--- src/rtl/prd_pkg.sv ---
package prd_pkg;

   typedef enum logic [1:0] {
      PRD_REF_FAST = 2'd0,
      PRD_REF_MID  = 2'd1,
      PRD_REF_SLOW = 2'd2,
      PRD_REF_HOLD = 2'd3
   } prd_ref_e;

endpackage

--- src/rtl/prd_ctl_decode.sv ---
module prd_ctl_decode
   import prd_pkg::*;
#(
   parameter int PRE_FAST = 7,
   parameter int PRE_MID  = 5,
   parameter int PRE_SLOW = 0,
   parameter int IDX_W    = 5
) (
   input  logic [2:0]       div_ctl,
   output prd_ref_e         ref_kind,
   output logic             active,
   output logic [IDX_W-1:0] pre_log2
);

   always_comb begin
      case (div_ctl)
         3'd0:    ref_kind = PRD_REF_FAST;
         3'd1:    ref_kind = PRD_REF_MID;
         3'd2:    ref_kind = PRD_REF_SLOW;
         default: ref_kind = PRD_REF_HOLD;
      endcase
      active = (ref_kind != PRD_REF_HOLD);
      case (ref_kind)
         PRD_REF_FAST: pre_log2 = IDX_W'(PRE_FAST);
         PRD_REF_MID:  pre_log2 = IDX_W'(PRE_MID);
         PRD_REF_SLOW: pre_log2 = IDX_W'(PRE_SLOW);
         default:      pre_log2 = '0;
      endcase
   end

endmodule

--- src/rtl/prd_rate_map.sv ---
module prd_rate_map
   import prd_pkg::*;
#(
   parameter int RATE_W         = 4,
   parameter int SLOW_R1_LOG2   = 7,
   parameter int SLOW_LOW_CODES = 2,
   parameter int IDX_W          = 5
) (
   input  logic [RATE_W-1:0] rate_sel,
   input  prd_ref_e          ref_kind,
   input  logic [IDX_W-1:0]  pre_log2,
   output logic              rate_on,
   output logic [IDX_W-1:0]  tap_idx
);

   localparam logic [IDX_W-1:0]  ONE_I     = IDX_W'(1);
   localparam logic [IDX_W-1:0]  SLOW_BASE = IDX_W'(SLOW_R1_LOG2);
   localparam logic [RATE_W-1:0] LOW_LIMIT = RATE_W'(SLOW_LOW_CODES);

   logic [IDX_W-1:0] rate_ext;
   logic [IDX_W-1:0] stage;

   always_comb begin
      rate_ext = IDX_W'(rate_sel);
      rate_on  = |rate_sel;
      if (ref_kind == PRD_REF_SLOW && rate_sel <= LOW_LIMIT) begin
         stage = SLOW_BASE + rate_ext - ONE_I;
      end else begin
         stage = rate_ext - ONE_I;
      end
      tap_idx = pre_log2 + stage;
   end

endmodule

--- src/rtl/prd_chain.sv ---
module prd_chain #(
   parameter int CNT_W = 22
) (
   input  logic             clk,
   input  logic             rst_n,
   input  logic             clr,
   input  logic             adv,
   output logic [CNT_W-1:0] cnt,
   output logic [CNT_W:0]   ones_below
);

   localparam logic [CNT_W-1:0] CNT_ONE = CNT_W'(1);

   always_ff @(posedge clk) begin
      if (!rst_n) begin
         cnt <= '0;
      end else if (clr) begin
         cnt <= '0;
      end else if (adv) begin
         cnt <= cnt + CNT_ONE;
      end
   end

   assign ones_below[0] = 1'b1;
   for (genvar i = 1; i <= CNT_W; i++) begin : g_ones
      assign ones_below[i] = &cnt[i-1:0];
   end

   AST_STALL_HOLDS: assert property (@(posedge clk) disable iff (!rst_n)
      (!adv && !clr) |=> (cnt == $past(cnt)))
      else $error("chain moved without reference tick");

   AST_CLEAR_EMPTIES: assert property (@(posedge clk) disable iff (!rst_n)
      clr |=> (cnt == '0))
      else $error("chain not emptied by hold");

endmodule

--- src/rtl/periodic_rate_divider.sv ---
module periodic_rate_divider
   import prd_pkg::*;
#(
   parameter int PRE_FAST       = 7,
   parameter int PRE_MID        = 5,
   parameter int PRE_SLOW       = 0,
   parameter int RATE_W         = 4,
   parameter int SLOW_R1_LOG2   = 7,
   parameter int SLOW_LOW_CODES = 2
) (
   input  logic              clk,
   input  logic              rst_n,
   input  logic              ref_en,
   input  logic [2:0]        div_ctl,
   input  logic [RATE_W-1:0] rate_sel,
   input  logic              sqw_en,
   input  logic              pie_en,
   output logic              per_pulse,
   output logic              per_irq,
   output logic              sqw_out,
   output logic              sec_tick
);

   localparam int CHAIN_W = (1 << RATE_W) - 1;
   localparam int CNT_W   = PRE_FAST + CHAIN_W;
   localparam int IDX_W   = $clog2(CNT_W + 1);
   localparam logic [IDX_W-1:0] ONE_I     = IDX_W'(1);
   localparam logic [IDX_W-1:0] SEC_SHIFT = IDX_W'(CHAIN_W - 1);

   if (!(PRE_SLOW < PRE_MID && PRE_MID < PRE_FAST)) begin : g_bad_pre
      $error("prescaler depths must rise from slow to fast reference");
   end
   if (IDX_W <= RATE_W) begin : g_bad_idx
      $error("tap index too narrow for rate field");
   end
   if (PRE_SLOW + SLOW_R1_LOG2 + SLOW_LOW_CODES > CNT_W) begin : g_bad_slow
      $error("slow low-code taps exceed chain");
   end

   prd_ref_e          ref_kind;
   logic              active;
   logic [IDX_W-1:0]  pre_log2;
   logic              rate_on;
   logic [IDX_W-1:0]  tap_idx;
   logic [IDX_W-1:0]  sq_idx;
   logic [IDX_W-1:0]  sec_idx;
   logic [CNT_W-1:0]  cnt;
   logic [CNT_W:0]    ones_below;
   logic              per_q;
   logic              sec_q;

   prd_ctl_decode #(
      .PRE_FAST (PRE_FAST),
      .PRE_MID  (PRE_MID),
      .PRE_SLOW (PRE_SLOW),
      .IDX_W    (IDX_W)
   ) u_ctl (
      .div_ctl  (div_ctl),
      .ref_kind (ref_kind),
      .active   (active),
      .pre_log2 (pre_log2)
   );

   prd_rate_map #(
      .RATE_W         (RATE_W),
      .SLOW_R1_LOG2   (SLOW_R1_LOG2),
      .SLOW_LOW_CODES (SLOW_LOW_CODES),
      .IDX_W          (IDX_W)
   ) u_rate (
      .rate_sel (rate_sel),
      .ref_kind (ref_kind),
      .pre_log2 (pre_log2),
      .rate_on  (rate_on),
      .tap_idx  (tap_idx)
   );

   prd_chain #(
      .CNT_W (CNT_W)
   ) u_chain (
      .clk        (clk),
      .rst_n      (rst_n),
      .clr        (!active),
      .adv        (active && ref_en),
      .cnt        (cnt),
      .ones_below (ones_below)
   );

   always_comb begin
      sq_idx  = tap_idx - ONE_I;
      sec_idx = pre_log2 + SEC_SHIFT;
   end

   always_ff @(posedge clk) begin
      if (!rst_n) begin
         per_q <= 1'b0;
         sec_q <= 1'b0;
      end else begin
         per_q <= active && rate_on && ref_en && ones_below[tap_idx];
         sec_q <= active && ref_en && ones_below[sec_idx] && !cnt[sec_idx];
      end
   end

   assign per_pulse = per_q;
   assign per_irq   = per_q && pie_en;
   assign sec_tick  = sec_q;
   assign sqw_out   = sqw_en && active && rate_on && cnt[sq_idx];

   AST_HOLD_SILENT: assert property (@(posedge clk) disable iff (!rst_n)
      (!active && $past(!active)) |-> (!per_pulse && !sec_tick))
      else $error("output while chain held");

   AST_RATE_OFF_SILENT: assert property (@(posedge clk) disable iff (!rst_n)
      (!rate_on && $past(!rate_on)) |-> !per_pulse)
      else $error("pulse with rate code zero");

   AST_PULSE_SINGLE: assert property (@(posedge clk) disable iff (!rst_n)
      per_pulse |=> !per_pulse)
      else $error("periodic pulse wider than one cycle");

   AST_PULSE_NEEDS_REF: assert property (@(posedge clk) disable iff (!rst_n)
      per_pulse |-> $past(ref_en))
      else $error("periodic pulse without reference tick");

   AST_SEC_NEEDS_REF: assert property (@(posedge clk) disable iff (!rst_n)
      sec_tick |-> $past(ref_en))
      else $error("second tick without reference tick");

endmodule

--- config.mk ---
export PLATFORM = sky130hd
export DESIGN_NAME = periodic_rate_divider
export DESIGN_NICKNAME = d
export VERILOG_FILES = /design/src/rtl/prd_pkg.sv /design/src/rtl/prd_ctl_decode.sv /design/src/rtl/prd_rate_map.sv /design/src/rtl/prd_chain.sv /design/src/rtl/periodic_rate_divider.sv
export SDC_FILE = /design/constraint.sdc
export NUM_CORES = 1
export LEC_CHECK = 0
export ABC_AREA = 1
export BUFFER_PORTS_ARGS = -buffer_cell sky130_fd_sc_hd__buf_4
export CORE_MARGIN = 4
export CORE_UTILIZATION = 56
export DETAILED_ROUTE_END_ITERATION = 8
export GPL_ROUTABILITY_DRIVEN = 0
export GPL_TIMING_DRIVEN = 0
export PLACE_DENSITY = 0.77
export SLEW_MARGIN = 20
export SYNTH_ARGS = -nofsm -noshare
export SYNTH_HDL_FRONTEND = slang
export SYNTH_HIERARCHICAL = 1
export SYNTH_SLANG_ARGS = --single-unit
--- constraint.sdc ---
create_clock -name clk -period 3.9 [get_ports clk]
set_clock_uncertainty 0.15 [all_clocks]
set_input_delay 0.78 -clock clk [delete_from_list [all_inputs] [get_ports clk]]
set_output_delay 0.78 -clock clk [all_outputs]
set_load 0.01 [all_outputs]
==> parameters.txt <==
Parameter                              Value

Clocking
  Register clock-pin slew on the reported worst setup and hold paths ... 0.09 ns
  Number of buffers created by CTS ... 3
  CTS tree ... yes
  Max clock buf depth ... 2
  Source-to-sink clock delay at the later pin of the worst-skew pair ... 0.27 ns
  H-tree levels ... 1
  Num Clock Sinks ... 24
  Clock tree root driver cell ... sky130_fd_sc_hd__clkbuf_8

Route
  Detailed-route vias per instance ... 5.55
  Vias ... 3294
  Final WL ... 8.33 mm
  Average detailed-routed wire length per instance ... 14.0 um
  1st-pass router iterations ... 5
  DRT antenna net count ... 0
  Detailed router's first-iteration violation count ... 382
  Drc violations ... 0

Timing
  Setup ws final ... -0.334 ns
  Final hold violation count ... 0
  Transition time of the tightest slew-check pin ... 0.610 ns
  Post-route worst hold slack ... 0.374 ns
  Part of the cycle the worst path needs ... 109%
  Slew Limit Headroom ... 59.2%
  RSZ-0062 raised after global routing ... yes
  Final Slew Violations ... 0
  Clock period minus worst slack ... 4.23 ns
  Achievable Freq ... 236 MHz
  Setup-violating endpoint count in the final report ... 1

Outcome
  Run status ... finished with violations
  Violations in the final reports ... negative setup slack

Global routing
  Total routing usage reported by global routing ... 26.0%
  Number of global-route vias before repair ... 3002
  First-pass GRT wire length ... 13.3 mm
  Antenna violations before repair ... 0
  Pin count of the biggest net entering global routing ... 15
  Congestion Overflow GR ... 0

Pwr
  Maximum VDD drop ... 0.148 mV
  Pwr per Cell Area ... 272 nW/um2
  Total chip power ... 0.943 mW
  Static leakage power ... 1.52 nW

Floorplanning
  Count of boundary I/O pins ... 16
  Initial Utilization ... 59.6%
  Area of the core ... 4850 um2
  Area of the die ... 6370 um2
  Number of placement rows ... 25
  Die Span X ... 79.8 um
  DIE HEIGHT ... 79.8 um

Cells and area
  Commonest non-fill, non-tap cells in the layout ... sky130_fd_sc_hd__nand2_1, sky130_fd_sc_hd__inv_1, sky130_fd_sc_hd__nand3_1
  Ant diodes ... 0
  Fraction of final layout cells sized beyond drive strength 1 ... 20.2%
  Number of nets at the end of the flow ... 557
  Layout overhead on the synthesized area ... 20.1%
  Most common cell after layout, fill and taps aside ... sky130_fd_sc_hd__nand2_1
  Final standard cell area without fillers ... 3470 um2
  Fin util ... 71.5%

Setup path
  CP startpoint kind ... input port
  Endpoint kind of the worst setup timing path ... output pin
  Critical path data required time ... 2.97 ns
  Count of cells along the worst register-to-register path ... 12
  Sequence of cells on the critical path ... buf_8, inv_2, nand2_2, nand3_2, inv_2, nor2_4, nand3_4, xor2_1, ha_2, fa_2, inv_4, ha_4, nand3_1, nand3_2, nand3_2, nand2_2, nand2_1, nand2_1, inv_2, buf_6
  Launch point of the worst reg-to-reg path ... u_chain/cnt[0]
  Capture instance of the worst register-to-register path ... sec_tick
  Maximum net fanout on the critical path ... 7
  Worst Path Arrival ... 3.30 ns
  Critical path class ... in2out
  Worst-path cell with the longest stage delay ... sky130_fd_sc_hd__fa_2
  Register-to-register setup slack ... 1.29 ns
  Delay contributed by the slowest stage of the critical path ... 0.59 ns

Synthesis
  Ys Warns ... 6
  Number of standard cells after synthesis ... 496
  Sequential cell area fraction in the yosys report ... 16.6%
  Library cells used by synthesis ... 33
  Seq cells post-synth ... 24
  Mapped Area ... 2890 um2
  Average size of a mapped cell ... 5.82 um2

Placement
  Worst setup slack before clock tree synthesis ... -0.556 ns
  Hpwl dp ... 5.84 mm
  Port buffer count ... 15
  Post-detailed-placement cell area ... 3140 um2

Worst hold path
  Hold path depth ... 2
  Path type of the worst min-delay path ... reg2reg
  Worst min-delay path startpoint ... u_chain/cnt[8]
  Capture endpoint of the worst hold path ... u_chain/cnt[8]

Job
  Max_cap viols ... 0
-- final cells by class --
| cell class | instances | area [um2] |
|---|---|---|
| multi-input combinational | 372 | 2130 |
| fill | 411 | 1380 |
| sequential | 24 | 480 |
| inverter | 85 | 345 |
| timing repair buffer | 25 | 214 |
| buffer | 16 | 139 |
| tap | 67 | 83.8 |
| clock buffer | 3 | 41.3 |
| clock inverter | 1 | 30.0 |
-- Yosys cell counts (all sizes together) --
| cell | number | share of area, % |
|---|---|---|
| o21ai | 21 | 3.6 |
| conb | 2 | 0.26 |
| inv | 84 | 11 |
| nor3 | 5 | 1.0 |
| nor2 | 65 | 10 |
| xnor2 | 5 | 1.8 |
| xor2 | 3 | 0.91 |
| fa | 1 | 0.69 |
| o211ai | 2 | 0.52 |
| nand3b | 11 | 2.9 |
| nand2 | 133 | 18 |
| clkinv | 1 | 0.13 |
| nand3 | 75 | 14 |
| buf | 14 | 4.5 |
| o21bai | 1 | 0.26 |
| clkbuf | 2 | 0.26 |
| ha | 17 | 7.4 |
| a21oi | 19 | 3.3 |
| dfxtp | 24 | 17 |
| nand4 | 11 | 2.4 |
-- power breakdown --
part	switching [mW]	internal (mW)
Clock	0.0866	0.137
Sequential	0.000835	0.246
Combinational	0.274	0.199
Total	0.361	0.582
-- kinds of logic after synthesis --
kind of cell,after synthesis,synth area share (%)
other,2,0.260
buffers and inverters,101,16.1
XOR/XNOR,8,2.69
AND/OR/NAND/NOR,300,48.6
flip-flops,24,16.6
AO/OA/AOI/OAI,43,7.71
adder cells (fa/ha/maj),18,8.06
-- timing repair --
item | 4_1_cts | 5_1_grt
hold endpoints to repair | 0 | 0
endpoints found under the setup margin | 1 | 1
gates cloned | 0 | 0
hold buffers | 0 | 0
pin swaps | 11 | 22
resized for setup | 7 | 39
buffers inserted | 4 | 6
-- critical path: cells and delay by family --
| family | cells | cell delay (ns) |
|---|---|---|
| adder cells (fa/ha/maj) | 3 | 1.12 |
| AND/OR/NAND/NOR | 10 | 0.83 |
| XOR/XNOR | 1 | 0.16 |
| buffers and inverters | 6 | 0.41 |
-- routing by layer --
layer | up-vias | global-route usage (%) | routed length [um]
met5 | - | 0 | 0
met4 | 0 | 11.0 | 317
met3 | 46 | 3.39 | 661
met2 | 175 | 44.8 | 3940
met1 | 1440 | 32.2 | 3410
li1 | 1633 | - | -
-- sequential cells by signal (all words and copies together) (netlist names) --
signal and cells:
per_pulse 1, u_chain/cnt 22, sec_tick 1
-- metrics by stage --
| stage | TNS [ns] | cells |
|---|---|---|
| floorplan | -0.0470 | 497 |
| global placement | -0.555 | 579 |
| detailed placement | -0.556 | 579 |
| CTS | -0.370 | 587 |
| global route | -0.501 | 593 |
| finish | -0.334 | 593 |
-- worst max-delay path by stage --
stage / from / to / cells past startpoint
finish: div_ctl[0] / sqw_out / 20
global route: div_ctl[0] / sqw_out / 20
CTS: div_ctl[1] / sqw_out / 18
detailed placement: div_ctl[0] / sqw_out / 19
global placement: div_ctl[0] / sqw_out / 19
floorplan: div_ctl[0] / sqw_out / 16
(Power assumes the default switching activity.)
